===== src/rtl/evt_stamp_pkg.sv =====
package evt_stamp_pkg;

    localparam int BUS_AW = 12;
    localparam int BUS_DW = 32;
    localparam int CH_IDX_W = 4;

    localparam logic [BUS_AW-1:0] STATUS_OFS = 12'h140;
    localparam logic [BUS_AW-1:0] CH_STRIDE  = 12'h010;
    localparam logic [3:0]        LO_SUB     = 4'h4;
    localparam logic [3:0]        HI_SUB     = 4'h8;

    typedef enum logic [1:0] {
        SEL_NONE,
        SEL_STATUS,
        SEL_SNAP_LO,
        SEL_SNAP_HI
    } sel_kind_t;

    typedef struct packed {
        sel_kind_t             kind;
        logic [CH_IDX_W-1:0]   ch;
    } reg_sel_t;

    typedef struct packed {
        logic              wr;
        logic [BUS_AW-1:0] addr;
        logic [BUS_DW-1:0] wdata;
    } bus_req_t;

    function automatic reg_sel_t decode_addr(input logic [BUS_AW-1:0] addr,
                                             input int nch);
        reg_sel_t          sel;
        logic [BUS_AW-1:0] rel;
        logic [BUS_AW-1:0] span;
        sel.kind = SEL_NONE;
        sel.ch   = '0;
        rel  = addr - STATUS_OFS;
        span = BUS_AW'(nch) * CH_STRIDE;
        if (addr == STATUS_OFS) begin
            sel.kind = SEL_STATUS;
        end else if (addr > STATUS_OFS && rel < span) begin
            sel.ch = rel[CH_IDX_W+3:4];
            if (rel[3:0] == LO_SUB) begin
                sel.kind = SEL_SNAP_LO;
            end else if (rel[3:0] == HI_SUB) begin
                sel.kind = SEL_SNAP_HI;
            end
        end
        return sel;
    endfunction

endpackage


===== src/rtl/evt_stamp_timebase.sv =====
module evt_stamp_timebase #(
    parameter int          TIME_W    = 64,
    parameter logic [63:0] TIME_INIT = 64'h0
) (
    input  logic              clk,
    input  logic              rst,
    output logic [TIME_W-1:0] time_q
);

    localparam logic [TIME_W-1:0] INIT_V = TIME_INIT[TIME_W-1:0];
    localparam logic [TIME_W-1:0] ONE_V  = TIME_W'(1);

    always_ff @(posedge clk) begin
        if (rst) begin
            time_q <= INIT_V;
        end else begin
            time_q <= time_q + ONE_V;
        end
    end

endmodule


===== src/rtl/evt_stamp_channel.sv =====
module evt_stamp_channel #(
    parameter int TIME_W = 64
) (
    input  logic              clk,
    input  logic              rst,
    input  logic              evt,
    input  logic [TIME_W-1:0] time_i,
    input  logic              clr_valid,
    input  logic              clr_ovr,
    output logic              valid,
    output logic              ovr,
    output logic [TIME_W-1:0] snap
);

    always_ff @(posedge clk) begin
        if (rst) begin
            valid <= 1'b0;
            ovr   <= 1'b0;
            snap  <= '0;
        end else if (evt) begin
            snap  <= time_i;
            valid <= 1'b1;
            if (valid) begin
                ovr <= 1'b1;
            end else if (clr_ovr) begin
                ovr <= 1'b0;
            end
        end else begin
            if (clr_valid) begin
                valid <= 1'b0;
            end
            if (clr_ovr) begin
                ovr <= 1'b0;
            end
        end
    end

endmodule


===== src/rtl/evt_stamp_regs.sv =====
module evt_stamp_regs
    import evt_stamp_pkg::*;
#(
    parameter int NUM_CH = 2,
    parameter int TIME_W = 64
) (
    input  bus_req_t                       req,
    input  logic [NUM_CH-1:0]              valid_v,
    input  logic [NUM_CH-1:0]              ovr_v,
    input  logic [NUM_CH-1:0][TIME_W-1:0]  snap_v,
    output logic [NUM_CH-1:0]              clr_valid,
    output logic [NUM_CH-1:0]              clr_ovr,
    output logic [BUS_DW-1:0]              rdata
);

    localparam int STAT_BITS = 2 * NUM_CH;

    reg_sel_t sel;
    logic     status_wr;
    logic     wdata_unused;

    assign sel          = decode_addr(req.addr, NUM_CH);
    assign status_wr    = req.wr && (sel.kind == SEL_STATUS);
    assign wdata_unused = ^req.wdata[BUS_DW-1:STAT_BITS];

    generate
        for (genvar c = 0; c < NUM_CH; c++) begin : g_clr
            assign clr_valid[c] = status_wr && req.wdata[2*c];
            assign clr_ovr[c]   = status_wr && req.wdata[2*c+1];
        end
    endgenerate

    always_comb begin
        logic [63:0] ext;
        rdata = '0;
        ext   = '0;
        case (sel.kind)
            SEL_STATUS: begin
                for (int c = 0; c < NUM_CH; c++) begin
                    rdata[2*c]   = valid_v[c];
                    rdata[2*c+1] = ovr_v[c];
                end
            end
            SEL_SNAP_LO, SEL_SNAP_HI: begin
                for (int c = 0; c < NUM_CH; c++) begin
                    if (sel.ch == CH_IDX_W'(c)) begin
                        ext = 64'(snap_v[c]);
                    end
                end
                rdata = (sel.kind == SEL_SNAP_LO) ? ext[31:0] : ext[63:32];
            end
            default: rdata = '0;
        endcase
    end

endmodule


===== src/rtl/evt_stamp_unit.sv =====
module evt_stamp_unit
    import evt_stamp_pkg::*;
#(
    parameter int          NUM_CH    = 2,
    parameter int          TIME_W    = 64,
    parameter logic [63:0] TIME_INIT = 64'h0
) (
    input  logic              clk,
    input  logic              rst,
    input  logic [NUM_CH-1:0] evt_pulse,
    input  logic [11:0]       bus_addr,
    input  logic              bus_wr,
    input  logic [31:0]       bus_wdata,
    output logic [31:0]       bus_rdata
);

    logic [TIME_W-1:0]             time_q;
    logic [NUM_CH-1:0]             valid_v;
    logic [NUM_CH-1:0]             ovr_v;
    logic [NUM_CH-1:0][TIME_W-1:0] snap_v;
    logic [NUM_CH-1:0]             clr_valid;
    logic [NUM_CH-1:0]             clr_ovr;
    bus_req_t                      req;

    assign req.wr    = bus_wr;
    assign req.addr  = bus_addr;
    assign req.wdata = bus_wdata;

    evt_stamp_timebase #(
        .TIME_W    (TIME_W),
        .TIME_INIT (TIME_INIT)
    ) u_timebase (
        .clk    (clk),
        .rst    (rst),
        .time_q (time_q)
    );

    generate
        for (genvar c = 0; c < NUM_CH; c++) begin : g_ch
            evt_stamp_channel #(
                .TIME_W (TIME_W)
            ) u_channel (
                .clk       (clk),
                .rst       (rst),
                .evt       (evt_pulse[c]),
                .time_i    (time_q),
                .clr_valid (clr_valid[c]),
                .clr_ovr   (clr_ovr[c]),
                .valid     (valid_v[c]),
                .ovr       (ovr_v[c]),
                .snap      (snap_v[c])
            );
        end
    endgenerate

    evt_stamp_regs #(
        .NUM_CH (NUM_CH),
        .TIME_W (TIME_W)
    ) u_regs (
        .req       (req),
        .valid_v   (valid_v),
        .ovr_v     (ovr_v),
        .snap_v    (snap_v),
        .clr_valid (clr_valid),
        .clr_ovr   (clr_ovr),
        .rdata     (bus_rdata)
    );

endmodule


===== config.mk =====
export PLATFORM = sky130hd
export DESIGN_NAME = evt_stamp_unit
export DESIGN_NICKNAME = d
export VERILOG_FILES = /design/src/rtl/evt_stamp_pkg.sv /design/src/rtl/evt_stamp_timebase.sv /design/src/rtl/evt_stamp_channel.sv /design/src/rtl/evt_stamp_regs.sv /design/src/rtl/evt_stamp_unit.sv
export SDC_FILE = /design/constraint.sdc
export NUM_CORES = 1
export LEC_CHECK = 0
export BUFFER_PORTS_ARGS = -buffer_cell sky130_fd_sc_hd__clkbuf_2
export CAP_MARGIN = 40
export CORE_ASPECT_RATIO = 1.2
export CORE_MARGIN = 3
export CORE_UTILIZATION = 50
export CTS_BUF_LIST = sky130_fd_sc_hd__clkbuf_4
export DETAILED_ROUTE_END_ITERATION = 12
export GPL_TIMING_DRIVEN = 1
export PLACE_DENSITY = 0.79
export SYNTH_ARGS = -nofsm -noshare
export SYNTH_HDL_FRONTEND = slang
export SYNTH_HIERARCHICAL = 1
export SYNTH_SLANG_ARGS = --single-unit

===== constraint.sdc =====
create_clock -name clk -period 1.95 [get_ports clk]
set_input_delay 0.2925 -clock clk [delete_from_list [all_inputs] [get_ports clk]]
set_output_delay 0.2925 -clock clk [all_outputs]
set_load 0.02 [all_outputs]

== Word-level counts from Yosys, hierarchy flattened ==
Index checks and enable logic that the tools add are counted.

* Register bits: 196
* Bits of input ports: 49
* Output and inout port bits: 32
* Word-level logic and storage cells: 48

* Add/sub/neg operators: 2
* $lt $le $gt $ge: 2
* Equality and inequality tests: 7
* Muxes and demuxes: 20
* Reduce and logical (&&, ||, !) cells: 10

{| class="wikitable"
|+ Operators by type and width
! kind !! number
|-
| 64-bit two-way mux || 2
|-
| 64-bit by 1-bit adder with 64-bit output, second input constant || 1
|-
| 32-bit two-way mux || 1
|-
| 28-bit two-way mux || 1
|-
| 12-bit by 9-bit equality test with 1-bit output, second input constant || 1
|-
| 12-bit by 9-bit > comparator with 1-bit output, second input constant || 1
|-
| 12-bit by 6-bit < comparator with 1-bit output, second input constant || 1
|-
| 12-bit by 9-bit subtractor with 12-bit output, second input constant || 1
|-
| 1-bit two-way mux || 10
|-
| 4-bit case mux with 2 select lines || 1
|-
| 1-bit logical AND || 6
|-
| 2-bit two-way mux || 3
|-
| 6-bit two-way mux || 1
|-
| 2-bit equality test, second input constant || 2
|-
| 4-bit by 1-bit equality test with 1-bit output, second input constant || 1
|-
| 4-bit by 3-bit equality test with 1-bit output, second input constant || 1
|-
| 4-bit equality test, second input constant || 1
|-
| 4-bit zero test || 1
|-
| 4-bit two-way mux || 1
|-
| 2-bit nonzero test || 2
|-
| 2-bit by 1-bit equality test with 1-bit output, second input constant || 1
|-
| 2-bit OR reduction || 1
|}

== Logic depth before layout (Yosys ltp) ==
Gate-level depths: netlist (run 1).

* Word-level depth: 12
* Depth in mapped cells: 8

== Hierarchy ==
Netlist (run 1), hierarchy kept.

{| class="wikitable"
|+ Modules (own cells, without submodules)
! module !! instances !! cells each !! area an instance (µm²) !! seq. area each (µm²)
|-
| evt_stamp_channel || 2 || 215 || 2387.3 || 1321.3
|-
| evt_stamp_timebase || 1 || 343 || 2930.3 || 1281.2
|-
| evt_stamp_regs || 1 || 163 || 1376.3 || 0.0
|}

== Least setup slack after synthesis (run 1) ==
No wires, ideal clock.

* Path kind: register -> register
* From: reg u_timebase.time_q[0]
* To: reg u_timebase.time_q[62]
* Arrival: 2.035 ns
* Required time: 1.880 ns
* Path slack: -0.156 ns
* Cell stages (with the launch flop): 7
* Clock period less this slack: 2.106 ns
* Cell sequence: dfxtp_1 -> ha_1 -> nand4_1 -> nor3_2 -> nand3_4 -> or4_1 -> a21oi_1

* Cells in the longest elaborated chain, start to end: 1

{| class="wikitable"
|+ RTL lines
! what !! line !! RTL
|-
| start: declaration || evt_stamp_timebase.sv:7 || <nowiki>output logic [TIME_W-1:0] time_q</nowiki>
|-
| start signal: assignment || evt_stamp_timebase.sv:17 || <nowiki>time_q <= time_q + ONE_V;</nowiki>
|-
| 64-bit by 1-bit adder with 64-bit output || evt_stamp_timebase.sv:17 ||
|}

Every way passes these cells.
A chain may end at the register's enable or synchronous reset.

== Final worst setup path (run 1) ==
* From: in bus_addr[7]
* To: out bus_rdata[27]

* Cells in the longest elaborated chain, start to end: 10
* Elaborated cells on any way between the ends: 17
* Classes of those cells: add/sub: 1; order compare: 2; eq/ne: 4; mux: 7; reduce/logical: 3

{| class="wikitable"
|+ RTL lines
! what !! line !! RTL
|-
| start: declaration || evt_stamp_unit.sv:11 || <nowiki>input logic [11:0] bus_addr,</nowiki>
|-
| 12-bit by 9-bit subtractor with 12-bit output || evt_stamp_pkg.sv:37 || <nowiki>rel = addr - STATUS_OFS;</nowiki>
|-
| 12-bit by 6-bit < comparator with 1-bit output || evt_stamp_pkg.sv:41 || <nowiki>end else if (addr > STATUS_OFS && rel < span) begin</nowiki>
|-
| 1-bit logical AND || evt_stamp_pkg.sv:41 ||
|-
| 6-bit two-way mux || evt_stamp_pkg.sv:41 ||
|-
| 4-bit two-way mux || evt_stamp_pkg.sv:39 || <nowiki>if (addr == STATUS_OFS) begin</nowiki>
|-
| 4-bit zero test || evt_stamp_regs.sv:46 || <nowiki>if (sel.ch == CH_IDX_W'(c)) begin</nowiki>
|-
| 64-bit two-way mux (2 in series) || evt_stamp_regs.sv:46 ||
|-
| 32-bit two-way mux || evt_stamp_regs.sv:50 || <nowiki>rdata = (sel.kind == SEL_SNAP_LO) ? ext[31:0] : ext[63:32];</nowiki>
|-
| 28-bit two-way mux (*) || evt_stamp_regs.sv:37 || <nowiki>case (sel.kind)</nowiki>
|-
| end: declaration || evt_stamp_unit.sv:14 || <nowiki>output logic [31:0] bus_rdata</nowiki>
|}

Every way passes the cells marked *; elsewhere a longest branch is shown, timed or not.

==> out/results.tsv, run 1 <==
stage	metric	value	unit
timing	Final WS setup	-0.2985	ns
setup_path	Worst setup startpoint	bus_addr[7]	
power	leak pwr	4.398	nW
synth	Mapped Cells	936	
die	# rows	53	
power	Internal	5.003	mW
timing	fmax	444.7	MHz
drt	DR top layer	met4	
power	Comb power frac	6.0	%
synth	number of enable flip-flop cells after synthesis	0	
drt	WL met1	9008	um
run	Max-cap violations	0	
timing	final setup fails	33	
die	Die W	129.0	um
setup_path	reg2reg start	u_timebase/time_q[30]	
power	Sequential Power Share	61.4	%
worst_hold_path	Min-Delay Startpoint	rst	
clock_tree	CTS Buf Count	17	
worst_hold_path	hold depth	2	
run_status	status	finished with violations	
setup_path	Critical Path Sink Type	primary output	
placed_design	DPL Wire Length	14160	um
drt	via count	7235	
power	maximum vdd drop	422.6	uV
die	DIE AREA	19820	um^2
finish	fin nets	1121	
clock_tree	CTS Sinks	196	
finish	Reg area	3950	um^2
die	Core Area	17640	um^2
timing	measured slew at the worst slew-check pin	0.5122	ns
setup_path	flop2flop setup slack	0	ns
global_routing	Total Routing Usage GR	20.52	%
setup_path	Crit Path Max Fanout	7	
worst_hold_path	Worst Hold Class	in -> reg	
synth	post-synthesis sequential area ratio	43.21	%
drt	Via density	5.557	
timing	fin crit share	115.3	%
drt	WL met2	10830	um
die	initial core utilization	51.48	%
drt	Routed Antenna Nets	0	
timing	Clock Skew	0.02460	ns
placed_design	dpl cell area	10080	um^2
drt	Remaining DRCs	0	
synth	synth warn	6	
finish	Multi-input gate area	4956	um^2
drt	DR WL/cell	16.11	um
die	die height	153.6	um
synth	Synth async-reset ratio	0	%
clock_tree	CTS tree	done	
global_routing	global-route wire length before repair	33610	um
drt	Initial DRC Count	472	
timing	TNS Setup	-8.237	ns
drt	drt pass-1 iters	6	
synth	syn avg cell area	9.702	um^2
global_routing	largest net degree at the start of global routing	67	
finish	fin area	10980	um^2
drt	Routed WL	20980	um
timing	Slew HR	65.85	%
setup_path	Worst R2R End	u_timebase/time_q[49]	
global_routing	final global-route overflow total	0	
synth	Most used DFF post-synth	dfxtp_1	
power	PwrDens	598.3	nW/um^2
power	NetSw	1.568	mW
placed_design	port buffer count	52	
synth	#FFs+latches synth	196	
finish	area growth from synthesis to layout	20.93	%
clock_tree	number of H-tree levels	4	
setup_path	Critical Path Start Type	input pin	
setup_path	Arr. time, crit path	1.96	ns
timing	Final min period	2.249	ns
power	Sw Ratio	23.86	%
placed_design	routability cong.	0.8201	
timing	fin. max-slew vios	0	
global_routing	initial antenna violation count	1	
finish	FILL cells	1438	
clock_tree	clk slew on worst S/H paths	0.15	ns
clock_tree	clk_lat worst skew	0.59	ns
finish	most frequent cells in the layout	mux2i_1 (181), nor2_1 (181), dfxtp_1 (175)	
clock_tree	Hold-fix buffers, CTS	0	
setup_path	FF-to-FF path depth	6	
power	Clock power frac	32.6	%
power	Pwr Total	6.570	mW
clock_tree	Longest Clk Path Bufs	2	
setup_path	Req. time, crit path	1.66	ns
die	# IOs	81	
setup_path	worst setup path class	in -> out	
global_routing	number of global-route vias before repair	7040	
run_status	failing checks	negative setup slack	
synth	syn nets	989	
finish	share of cells above drive strength 1	26.73	%
timing	endpoints failing hold	0	
clock_tree	CTS root buffer	clkbuf_4	
worst_hold_path	Hold EP	g_ch[1].u_channel/snap[39]	
synth	Yosys cell types	53	
synth	synthesized area	9081	um^2
timing	RSZ-0062 raised after global routing	true	
drt	met3 wire length	671	um
[worst max-delay path by stage]
stage          cells after the start  slack, ns             to
6_report                           9      -0.30  bus_rdata[27]
5_1_grt                           10      -0.34  bus_rdata[27]
4_1_cts                            9      -0.29  bus_rdata[16]
3_5_place_dp                      10      -0.32  bus_rdata[18]
3_3_place_gp                      10      -0.27  bus_rdata[15]
2_1_floorplan                      8      -0.10  bus_rdata[10]
[power groups by stage]
| stage | registers [mW] | clock network [mW] | logic [mW] |
|---|---|---|---|
| 2_1_floorplan | 4.12 | 0 | 0.299 |
| 3_3_place_gp | 4.12 | 0 | 0.368 |
| 3_5_place_dp | 4.12 | 0 | 0.372 |
| 4_1_cts | 4.04 | 2.20 | 0.385 |
| 5_1_grt | 4.04 | 2.40 | 0.422 |
| 6_report | 4.04 | 2.14 | 0.394 |
[per-layer routing]
metal,track usage (%),vias to the layer above
li1,-,3571
met1,24.99,3470
met2,36.07,156
met3,3.822,38
met4,6.853,0
met5,0,-
[through the flow]
step / std cells / setup WS (ns) / hold slack (ns) / util, %
2_1_floorplan: 936 / -0.1036 / 0.4312 / -
3_3_place_gp: 1256 / -0.2653 / 0.4646 / 57.15
3_5_place_dp: 1256 / -0.3165 / 0.4794 / 57.15
4_1_cts: 1294 / -0.2923 / 0.03253 / 60.07
5_1_grt: 1302 / -0.3441 / 0.04700 / 62.26
6_report: 1302 / -0.2985 / 0.07620 / 62.26
[synthesized netlist by cell type (all sizes together), types with 12 or more instances]
cell	count	area share, %
a21oi	30	1.7
buf	36	4.4
clkbuf	18	0.76
dfxtp	196	43
inv	12	0.50
mux2i	187	21
nand2	26	1.2
nand3	23	1.6
nand4	32	2.4
nor2	182	7.5
o21ai	22	1.2
o22ai	31	2.1
or3	21	1.4
xnor2	12	1.2
xor2	29	2.8
[area by class of cell]
cell class / instances / area share, %
multi-input cells: 674 / 45.13
flip-flops and latches: 196 / 35.97
repair buffers: 167 / 13.41
well taps: 220 / 2.507
clock buffers: 20 / 1.367
clock inverters: 12 / 1.185
inverters: 12 / 0.4102
diodes: 1 / 0.02279
[cell families (layout without fill, tap and decap cells)]
logic type	Yosys count	in the layout	synth area share, %
AND/OR/NAND/NOR	341	341	19.26
XOR/XNOR	41	41	3.954
other	0	1	0
buffers and inverters	66	211	5.663
adder cells (fa/ha/maj)	4	4	0.5511
AO/OA/AOI/OAI	97	97	6.255
multiplexers	191	191	21.11
flip-flops	196	196	43.21
[registers in the layout (all words and copies together) (netlist names)]
signal	cells
u_timebase/time_q	64
g_ch.u_channel/snap	128
g_ch.u_channel/valid	2
g_ch.u_channel/ovr	2
[worst max-delay path: stages]
cell	delay (ns)
buf_6	0.10
buf_6	0.11
or3_1	0.36
a32o_2	0.29
and4b_4	0.22
nand3_4	0.15
clkbuf_16	0.20
o22ai_1	0.08
buf_4	0.16
[what timing repair did]
action,4_1_cts,5_1_grt
endpoints found under the setup margin,52,60
setup buffers,6,5
gates cloned,0,2
resized for setup,47,106
pin swaps,10,22
No activity file was read; power rests on OpenSTA's default activity.
==> run 2: changes to the inputs <==
--- a/config.mk
+++ b/config.mk
@@ -13,7 +13,7 @@
 export CTS_BUF_LIST = sky130_fd_sc_hd__clkbuf_4
 export DETAILED_ROUTE_END_ITERATION = 12
 export GPL_TIMING_DRIVEN = 1
-export PLACE_DENSITY = 0.79
+export PLACE_DENSITY = 0.71
 export SYNTH_ARGS = -nofsm -noshare
 export SYNTH_HDL_FRONTEND = slang
 export SYNTH_HIERARCHICAL = 1
==> run 2 against run 1 <==
Compared with the run above:
- the flow still finishes with violations (negative setup slack)
- clock skew decreased by 0.0073 ns
- combinational power increased by 1%
- non-clock buffer count increased by 5
- register-to-register slack improved by 0.02 ns
- clock power increased by 6%
- critical path depth increased by 1
- cell count increased by 0.46%
- critical path type unchanged
==> out/results.tsv, run 2 (same netlist as run 1, synthesis figures left out) <==
stage	metric	value	unit
run_status	failing checks	negative setup slack	
drt	DR WL/cell	16.87	um
global_routing	Total Routing Usage GR	22.02	%
timing	measured slew at the worst slew-check pin	0.5055	ns
timing	Final min period	2.264	ns
global_routing	final global-route overflow total	0	
global_routing	largest net degree at the start of global routing	79	
finish	fin area	11540	um^2
drt	Routed Antenna Nets	0	
worst_hold_path	Worst Hold Class	in -> reg	
finish	share of cells above drive strength 1	28.08	%
drt	DR top layer	met4	
timing	fmax	441.7	MHz
drt	Routed WL	22060	um
drt	Initial DRC Count	507	
drt	via count	7336	
timing	final setup fails	32	
die	DIE AREA	19820	um^2
drt	drt pass-1 iters	4	
timing	Clock Skew	0.01735	ns
finish	post-layout util	65.43	%
power	Clock power frac	33.7	%
power	Comb power frac	6.0	%
drt	met3 wire length	594	um
power	NetSw	1.584	mW
global_routing	initial antenna violation count	1	
finish	area growth from synthesis to layout	27.09	%
die	# IOs	81	
finish	fin nets	1126	
setup_path	Crit Path Max Fanout	8	
die	die height	153.6	um
setup_path	Critical Path Sink Type	primary output	
global_routing	global-route wire length before repair	35540	um
placed_design	port buffer count	52	
drt	Remaining DRCs	0	
timing	RSZ-0062 raised after global routing	true	
power	PwrDens	579.9	nW/um^2
finish	max reg flops	128	
timing	Final WS setup	-0.3141	ns
setup_path	Arr. time, crit path	1.97	ns
finish	Largest regs	g_ch.u_channel/snap (128), u_timebase/time_q (64)	
drt	Via density	5.609	
die	Die W	129.0	um
power	leak pwr	4.465	nW
worst_hold_path	hold depth	4	
run_status	status	finished with violations	
drt	WL met1	9587	um
clock_tree	CTS tree	done	
clock_tree	CTS Sinks	196	
clock_tree	clk_lat worst skew	0.58	ns
global_routing	number of global-route vias before repair	7232	
finish	leading cell type in the layout, fill and taps excluded	mux2i_1	
clock_tree	clk slew on worst S/H paths	0.15	ns
timing	endpoints failing hold	0	
placed_design	routability cong.	0.8490	
timing	Slew HR	66.30	%
timing	fin crit share	116.1	%
power	Pwr Total	6.692	mW
clock_tree	CTS Buf Count	17	
power	Sequential Power Share	60.3	%
setup_path	worst setup path class	in -> out	
setup_path	FF-to-FF path depth	6	
die	# rows	53	
placed_design	DPL Wire Length	13590	um
clock_tree	Longest Clk Path Bufs	2	
timing	fin. max-slew vios	0	
drt	WL met2	11490	um
power	maximum vdd drop	365.5	uV
finish	Biggest register	g_ch.u_channel/snap	
clock_tree	CTS root buffer	clkbuf_4	
die	Core Area	17640	um^2
setup_path	Req. time, crit path	1.66	ns
placed_design	dpl cell area	10080	um^2
setup_path	Critical Path Start Type	input pin	
run	Max-cap violations	0	
placed_design	Setup WS pre-CTS	-0.3940	ns
clock_tree	number of H-tree levels	4	
finish	most frequent cells in the layout	mux2i_1 (187), dfxtp_1 (182), nor2_1 (181)	
power	Internal	5.109	mW
power	Sw Ratio	23.66	%
die	initial core utilization	51.48	%
run 2: cell count changes in the layout (fill, tap and decap cells not counted), sizes merged:
cell | before | now
buf | 143 | 148
bufinv | 2 | 3
clkinvlp | 1 | 4
diode | 1 | 2
clkbuf | 44 | 42
inv | 14 | 12
clkinv | 7 | 6
dlygate4sd3 | 0 | 1
run 2: per-layer routing:
metal | up-vias | global-route usage, %
met5 | - | 0
li1 | 3590 | -
met2 | 130 | 38.12
met3 | 36 | 4.239
met4 | 0 | 7.904
met1 | 3580 | 27.00
run 2: path summary, 6_finish.rpt:
| kind | from | to | slack, ns |
|---|---|---|---|
| setup / recovery | bus_addr[7] | bus_rdata[24] | -0.31 |
| hold / removal | bus_wdata[1] | g_ch[0].u_channel/ovr | 0.08 |
| hold reg to reg | g_ch[1].u_channel/ovr | g_ch[1].u_channel/ovr | 0.48 |
| setup reg to reg | u_timebase/time_q[4] | u_timebase/time_q[53] | 0.02 |
run 2: critical path, stage by stage:
cell      delay (ns)
buf_8           0.10
or3_1           0.36
a32o_2          0.26
and4b_4         0.20
buf_6           0.11
nand3_4         0.10
buf_12          0.13
buf_12          0.16
o22ai_2         0.08
clkbuf_8        0.16
run 2: layout make-up:
| class | count | area [um^2] |
|---|---|---|
| sequential | 196 | 3941 |
| multi-input combinational | 674 | 5231 |
| timing repair buffer | 172 | 1735 |
| fill | 1380 | 6098 |
| inverter | 12 | 50.05 |
| antenna | 2 | 5.005 |
| tap | 220 | 275.3 |
| clock inverter | 13 | 160.2 |
| clock buffer | 19 | 142.6 |
run 2: power by group through the flow:
stage | Sequential [mW] | Combinational (mW) | Clock, mW
after floorplan | 4.12 | 0.299 | 0
after global placement | 4.12 | 0.370 | 0
after CTS | 4.04 | 0.390 | 2.33
after detailed placement | 4.12 | 0.373 | 0
final | 4.04 | 0.399 | 2.26
after global routing | 4.04 | 0.428 | 2.49
run 2: stage by stage:
stage	TNS, ns	hold WS, ns	std cells
finish	-8.289	0.08275	1308
global route	-10.48	0.05750	1308
floorplan	-2.216	0.4312	936
global placement	-8.528	0.4659	1256
CTS	-9.379	0.03353	1300
detailed placement	-10.30	0.4723	1256
run 2: what timing repair did:
item | CTS | global route
resized for setup | 131 | 87
hold buffers | 1 | 0
pin swaps | 17 | 44
setup buffers | 7 | 8
endpoints found under the hold margin | 18 | 0
cloned | 4 | 0
endpoints found under the setup margin | 40 | 59
